## src/rtl/lcd_pkg.sv

```systemverilog
package lcd_pkg;
  typedef enum logic {ST_HUNT = 1'b0, ST_WATCH = 1'b1} trk_state_e;

  localparam int CODE_W = 8;

  // length select 0..3 gives 5..8 bits
  function automatic logic [3:0] len_of(input logic [1:0] sel);
    return 4'd5 + {2'b00, sel};
  endfunction
endpackage

```

## src/rtl/lcd_qualify.sv

```systemverilog
module lcd_qualify (
  input  logic rx_valid,
  input  logic fbit_mark,
  input  logic framed,
  input  logic fbit_cmp,
  output logic take,
  output logic exempt
);
  // a bit consumes a code position unless it is a skipped framing slot
  assign take   = rx_valid && !(framed && fbit_mark && !fbit_cmp);
  // framing slot comparisons never become errors
  assign exempt = framed && fbit_mark;
endmodule

```

## src/rtl/lcd_tracker.sv

```systemverilog
module lcd_tracker import lcd_pkg::*; #(
  parameter int PERIOD_BITS  = 61450,
  parameter int ERR_LIMIT    = 600,
  parameter int GOOD_PERIODS = 126
) (
  input  logic              clk,
  input  logic              rst,
  input  logic              rx_valid,
  input  logic              take,
  input  logic              exempt,
  input  logic              rx_bit,
  input  logic [1:0]        len_sel,
  input  logic [CODE_W-1:0] pattern,
  output logic              status
);
  localparam int PW = $clog2(PERIOD_BITS);
  localparam int EW = $clog2(ERR_LIMIT + 1);
  localparam int GW = $clog2(GOOD_PERIODS + 2);
  localparam logic [PW-1:0] PER_LAST = PW'(PERIOD_BITS - 1);
  localparam logic [EW-1:0] ERR_TOP  = EW'(ERR_LIMIT);
  localparam logic [GW-1:0] GOOD_TOP = GW'(GOOD_PERIODS + 1);

  trk_state_e        state;
  logic [7:0]        hist;
  logic [3:0]        fill;
  logic [1:0]        reps;
  logic [3:0]        gap;
  logic [2:0]        phase;
  logic [PW-1:0]     per_cnt;
  logic [EW-1:0]     err_cnt;
  logic [GW-1:0]     good_cnt;

  logic [3:0]        len;
  logic [7:0]        hist_nxt;
  logic [3:0]        fill_nxt;
  logic [7:0]        aligned;
  logic [7:0]        len_mask;
  logic              win_match;
  logic              exp_bit;
  logic              bit_err;
  logic [EW-1:0]     err_sum;
  logic              period_end;
  logic              period_bad;
  logic              phase_last;

  always_comb begin
    len        = len_of(len_sel);
    hist_nxt   = {hist[6:0], rx_bit};
    fill_nxt   = (fill < 4'd8) ? fill + 4'd1 : fill;
    aligned    = pattern >> (4'd8 - len);
    len_mask   = 8'hFF >> (4'd8 - len);
    win_match  = (((hist_nxt ^ aligned) & len_mask) == 8'h00) && (fill_nxt >= len);
    exp_bit    = pattern[3'd7 - phase];
    bit_err    = take && !exempt && (rx_bit != exp_bit);
    err_sum    = (err_cnt == ERR_TOP) ? ERR_TOP : err_cnt + EW'(bit_err);
    period_end = rx_valid && (state == ST_WATCH) && (per_cnt == PER_LAST);
    period_bad = (err_sum >= ERR_TOP);
    phase_last = ({1'b0, phase} == len - 4'd1);
  end

  always_ff @(posedge clk) begin
    if (rst) begin
      state    <= ST_HUNT;
      hist     <= '0;
      fill     <= '0;
      reps     <= '0;
      gap      <= '0;
      phase    <= '0;
      per_cnt  <= '0;
      err_cnt  <= '0;
      good_cnt <= '0;
      status   <= 1'b0;
    end else begin
      if (take) begin
        hist <= hist_nxt;
        fill <= fill_nxt;
      end
      case (state)
        ST_HUNT: begin
          if (take) begin
            if (reps == 2'd0) begin
              if (win_match) begin
                reps <= 2'd1;
                gap  <= 4'd1;
              end
            end else if (gap == len) begin
              if (!win_match) begin
                reps <= 2'd0;
              end else if (reps == 2'd3) begin
                state    <= ST_WATCH;
                phase    <= '0;
                per_cnt  <= '0;
                err_cnt  <= '0;
                good_cnt <= '0;
                reps     <= 2'd0;
              end else begin
                reps <= reps + 2'd1;
                gap  <= 4'd1;
              end
            end else begin
              gap <= gap + 4'd1;
            end
          end
        end
        ST_WATCH: begin
          if (rx_valid) begin
            if (take) phase <= phase_last ? 3'd0 : phase + 3'd1;
            if (period_end) begin
              per_cnt <= '0;
              err_cnt <= '0;
              if (period_bad) begin
                state    <= ST_HUNT;
                status   <= 1'b0;
                good_cnt <= '0;
                reps     <= 2'd0;
                gap      <= 4'd0;
              end else begin
                if (good_cnt != GOOD_TOP) good_cnt <= good_cnt + GW'(1);
                if (good_cnt == GOOD_TOP - GW'(1)) status <= 1'b1;
              end
            end else begin
              per_cnt <= per_cnt + PW'(1);
              err_cnt <= err_sum;
            end
          end
        end
        default: state <= ST_HUNT;
      endcase
    end
  end
endmodule

```

## src/rtl/lcd_irq.sv

```systemverilog
module lcd_irq #(
  parameter int N = 2
) (
  input  logic         clk,
  input  logic         rst,
  input  logic [N-1:0] status,
  input  logic [N-1:0] clr,
  input  logic [N-1:0] en,
  output logic [N-1:0] flag,
  output logic         irq
);
  logic [N-1:0] status_d;

  always_ff @(posedge clk) begin
    if (rst) begin
      status_d <= '0;
      flag     <= '0;
      irq      <= 1'b0;
    end else begin
      status_d <= status;
      flag     <= (status ^ status_d) | (flag & ~clr);
      irq      <= |(flag & en);
    end
  end
endmodule

```

## src/rtl/inband_loop_detect.sv

```systemverilog
module inband_loop_detect import lcd_pkg::*; #(
  parameter int PERIOD_BITS  = 61450,
  parameter int ERR_LIMIT    = 600,
  parameter int GOOD_PERIODS = 126
) (
  input  logic       clk,
  input  logic       rst,
  input  logic       rx_valid,
  input  logic       rx_bit,
  input  logic       fbit_mark,
  input  logic       framed,
  input  logic       fbit_cmp,
  input  logic [1:0] act_len,
  input  logic [7:0] act_code,
  input  logic [1:0] deact_len,
  input  logic [7:0] deact_code,
  input  logic       act_irq_en,
  input  logic       deact_irq_en,
  input  logic       act_clr,
  input  logic       deact_clr,
  output logic       act_status,
  output logic       deact_status,
  output logic       act_flag,
  output logic       deact_flag,
  output logic       irq
);
  localparam int NCODE = 2;

  logic              take;
  logic              exempt;
  logic [1:0]        sel_a [NCODE];
  logic [CODE_W-1:0] pat_a [NCODE];
  logic [NCODE-1:0]  stat_v;
  logic [NCODE-1:0]  flag_v;

  assign sel_a[0] = act_len;
  assign sel_a[1] = deact_len;
  assign pat_a[0] = act_code;
  assign pat_a[1] = deact_code;

  lcd_qualify u_qual (
    .rx_valid  (rx_valid),
    .fbit_mark (fbit_mark),
    .framed    (framed),
    .fbit_cmp  (fbit_cmp),
    .take      (take),
    .exempt    (exempt)
  );

  for (genvar g = 0; g < NCODE; g++) begin : g_trk
    lcd_tracker #(
      .PERIOD_BITS  (PERIOD_BITS),
      .ERR_LIMIT    (ERR_LIMIT),
      .GOOD_PERIODS (GOOD_PERIODS)
    ) u_trk (
      .clk      (clk),
      .rst      (rst),
      .rx_valid (rx_valid),
      .take     (take),
      .exempt   (exempt),
      .rx_bit   (rx_bit),
      .len_sel  (sel_a[g]),
      .pattern  (pat_a[g]),
      .status   (stat_v[g])
    );
  end

  lcd_irq #(.N(NCODE)) u_irq (
    .clk    (clk),
    .rst    (rst),
    .status (stat_v),
    .clr    ({deact_clr, act_clr}),
    .en     ({deact_irq_en, act_irq_en}),
    .flag   (flag_v),
    .irq    (irq)
  );

  assign act_status   = stat_v[0];
  assign deact_status = stat_v[1];
  assign act_flag     = flag_v[0];
  assign deact_flag   = flag_v[1];
endmodule

```

## config.mk

```make
export PLATFORM = sky130hd
export DESIGN_NAME = inband_loop_detect
export DESIGN_NICKNAME = d
export VERILOG_FILES = /design/src/rtl/lcd_pkg.sv /design/src/rtl/lcd_qualify.sv /design/src/rtl/lcd_tracker.sv /design/src/rtl/lcd_irq.sv /design/src/rtl/inband_loop_detect.sv
export SDC_FILE = /design/constraint.sdc
export NUM_CORES = 1
export LEC_CHECK = 0
export ABC_AREA = 1
export BUFFER_PORTS_ARGS = -buffer_cell sky130_fd_sc_hd__buf_2
export CAP_MARGIN = 20
export CELL_PAD_IN_SITES_DETAIL_PLACEMENT = 1
export CELL_PAD_IN_SITES_GLOBAL_PLACEMENT = 2
export CORE_ASPECT_RATIO = 0.8
export CORE_UTILIZATION = 31
export DETAILED_ROUTE_END_ITERATION = 10
export PLACE_DENSITY = 0.83
export SYNTH_ARGS = -nofsm -noshare
export SYNTH_HDL_FRONTEND = slang
export SYNTH_SLANG_ARGS = --single-unit
```

## constraint.sdc

```tcl
create_clock -name clk -period 3 [get_ports clk]
set_clock_uncertainty 0.05 [all_clocks]
set_input_delay 0.3 -clock clk [delete_from_list [all_inputs] [get_ports clk]]
set_output_delay 0.3 -clock clk [all_outputs]
set_load 0.01 [all_outputs]
```

==> impl_results.md <==
* Layout Area Growth over Synthesis at 21.3%
* Final Hold Vio Count at 0
* Fin crit share at 0.983
* Setup violations, final at 0
* Comb pwr share at 0.176
* DRT iter0 DRCs at just under 400
* Post-synth EDFFs at 0
* CTS tree: yes
* Flop pwr share at 0.444
* Cell count after synthesis at ~1300
* Final Wtd Congestion at 0.845
* Detailed-route wire length per cell at 14.6 um
* Post-Synth XOR/XNOR Area at 0.0440
* Post-Syn Area at slightly below 8000 um^2
* Synth cell types at 43
* CP peak stage delay at ~0.40 ns
* TritonRoute pass-1 iters at 4
* Switching Fraction at 0.301
* CTS root buf: clkbuf_16
* Die width at around 180 um
* Synth Area in Simple Gates at 0.383
* Crit path top cell by count: nand2_1
* Initial antenna violation count at 1
* Post-synth top area cell: dfxtp_1
* Achievable Freq at 339 MHz
* Top-count cell post-synth: nand2_1
* Global-route wire length before repair at between 40 and 50 mm
* Synth top area share at 0.279
* Reported net switching power at ~0.0010 W
* Post-DRT Antenna Nets at 0
* Drt drc at 0
* Synth Area in Adders at 0.0581
* Slowest stage cell, crit path: dfxtp_4
* Core area at roughly 24000 um^2
* Vias in the first global route at around 8000
* Starting density of the core at 0.317
* Slew Limit Fails at 0
* Num CTS Buffers at 9
* Status: completed
* Main flop type after synthesis: dfxtp_1
* FF-to-FF path depth at 24
* Final core utilization at 0.385
* Hpwl dp at approximately 18 mm
* Crit path max fanout at 6
* Critical Path RT at 3.26 ns
* Clock slew at reported path FFs at 0.08 ns
* Layout cell share with drive strength beyond 1 at 0.172
* Avg Inst Size Synth at 6.15 um^2
* CTS sink count at about 110
* Most common library cells after synthesis: 345 x nand2_1, 169 x nor2_1, 152 x inv_1, 108 x dfxtp_1, 91 x nand3_1
* Ys Warns at 0
* Nets at 1413
* VDD IR max at about 0.22 mV
* WHS at roughly 0.13 ns
* Latest clock arrival within the worst-skew pair at 0.36 ns
* Clk pwr share at 0.380
* Total power at around 0.0034 W
* Cts hold-fix bufs at 0
* Worst slew pin tran at 0.466 ns
* Pin count of the biggest net entering global routing at 33
* Int Power at roughly 0.0024 W
* Pwr Density at approximately 360 nW/um^2
* GRT Util Overall at 0.195
* Mapped Nets at around 1300
* Register area share after synthesis at 0.279
* Setup crit start kind: register
* RSZ-0062 raised after global routing: true
* Synth Area in Compound Gates at 0.126
* Synth area leaders: dfxtp_1 28%, nand2_1 17%, nor2_1 8.2%
* Lkg Pwr at ~4.1 nW
* Final cell count without fillers at 1670
* CP endpoint kind: register
* Synthesis-stage register bit count at 108
* WP data arrival at approximately 3.2 ns
* # rows at 51
* Max-cap viol count at 0
* Vias per cell at 4.91
* DRT Wirelength at ~24 mm
* Period minus WS final at between 2 and 3 ns
* Clock Tree Buf Depth at 2
* Critical path class: register to register
* Worst Hold Class: primary input to register
* Largest family of logic cells by synthesized area: simple AND/OR/NAND/NOR gates
* Io pins at 36
* Async SR Flop Fraction at 0
* Via count at between 8000 and 9000
* Critical path cell sequence: inv_4 > a21oi_1 > o21ai_1 > a31oi_1 > nor2_1 > nor2_1 > ha_2 > ha_4 > nand2_4 > nor2_4 > nand2_2 > nand2_2 > nand2_1 > nand2_1 > nand2_1 > nand2_2 > nand2_4 > nand3_2 > nand2_1 > inv_2 > nand3_4 > nand2_2 > nand2_1 > nor2_1
* Die area at between 20000 and 30000 um^2
* Total global routing overflow at 0
* H-tree depth at 3
* Worst slew margin at 0.688
* Placed Cells at around 1600
* Mux cell area share after synthesis at 0
* Hold Crit Depth at 3
* Port bufs at 35
* Die outline height at approximately 140 um
==> stage by stage <==
step / setup slack, ns / area (um^2) / TNS [ns]
after detailed placement: -0.328 / 8620 / -6.22
after global routing: -0.165 / 9410 / -2.22
final: 0.0505 / 9410 / 0
after CTS: -0.0404 / 9110 / -0.144
after floorplan: 0.175 / 7760 / 0
after global placement: -0.183 / 8620 / -3.03
==> layout by cell type (no fill, tap or decap), types with 3 or more instances in the layout <==
master and instances:
ha_1 32, nand3_4 5, a31oi_1 5, a22oi_2 3
nor2_2 6, clkbuf_16 9, buf_6 6, buf_4 72
nor2_4 8, clkinv_1 3, nor2_1 157, a21oi_1 68
nand4_1 24, o21ai_2 4, buf_2 35, o21ai_1 24
nor3_2 5, nand3_2 7, nand2_1 328, inv_1 145
o22ai_1 4, xor2_2 4, a21oi_2 3, clkinv_2 5
ha_4 3, dfxtp_1 104, nand3_1 82, xnor2_1 7
o21bai_1 5, nand2_2 20, nor4_1 17, nor3_1 30
nand2_4 6, xor2_1 28, o21ai_0 43, a211oi_1 3
inv_2 12
==> flip-flops by register name, summed over array words and instances, names as in the netlist <==
signal / flops
u_irq.flag: 2
g_trk.u_trk.phase: 6
g_trk.u_trk.per_cnt: 32
g_trk.u_trk.gap: 8
g_trk.u_trk.err_cnt: 20
g_trk.u_trk.good_cnt: 14
g_trk.u_trk.hist: 7
g_trk.u_trk.fill: 8
g_trk.u_trk.status: 2
g_trk.u_trk.state: 2
u_irq.irq: 1
u_irq.status_d: 2
g_trk.u_trk.reps: 4
==> worst paths after layout <==
path	endpoint	startpoint	slack, ns
setup / recovery	g_trk[1].u_trk.good_cnt[4]	g_trk[1].u_trk.phase[0]	0.05
hold / removal	u_irq.irq	act_irq_en	0.13
setup reg to reg	g_trk[1].u_trk.good_cnt[4]	g_trk[1].u_trk.phase[0]	0.05
hold reg to reg	u_irq.irq	u_irq.flag[1]	0.42
==> routing by layer <==
metal,track usage,share of wire
met4,0.0442,0.012
met1,0.277,0.53
met2,0.307,0.43
met5,0,0
met3,0.0296,0.025
==> critical path, delay by kind of cell, from the launching register on <==
family	cells	cell delay, ns
AO/OA/AOI/OAI	3	0.46
flip-flops	1	0.40
AND/OR/NAND/NOR	17	1.42
buffers and inverters	2	0.19
adder cells (fa/ha/maj)	2	0.37
==> cells by family after synthesis <==
group                    Yosys count
AO/OA/AOI/OAI                    174
XOR/XNOR                          39
adder cells (fa/ha/maj)           36
buffers and inverters            205
flip-flops                       108
AND/OR/NAND/NOR                  700
==> timing repair <==
item | CTS | global route
pin swaps | 24 | 29
cloned | 0 | 1
gates resized for setup | 43 | 65
setup buffers | 4 | 7
endpoints found under the setup margin | 28 | 36
==> power by group through the flow <==
| stage | combinational [W] | clock [W] | sequential [W] |
|---|---|---|---|
| floorplan | 0.000391 | 0 | 0.00152 |
| global placement | 0.000548 | 0 | 0.00154 |
| detailed placement | 0.000566 | 0 | 0.00154 |
| CTS | 0.000584 | 0.00133 | 0.00150 |
| global route | 0.000678 | 0.00138 | 0.00151 |
| finish | 0.000596 | 0.00129 | 0.00150 |
==> area by class of cell <==
| type | count | area (um^2) |
|---|---|---|
| Multi-Input combinational cell | 950 | 5110 |
| Timing Repair Buffer | 114 | 803 |
| Clock buffer | 11 | 253 |
| Fill cell | 3251 | 15000 |
| Antenna cell | 1 | 2.50 |
| Clock inverter | 5 | 50.0 |
| Sequential cell | 108 | 2170 |
| Tap cell | 318 | 398 |
| Inverter | 163 | 621 |
No activity file was read; power rests on OpenSTA's default activity.
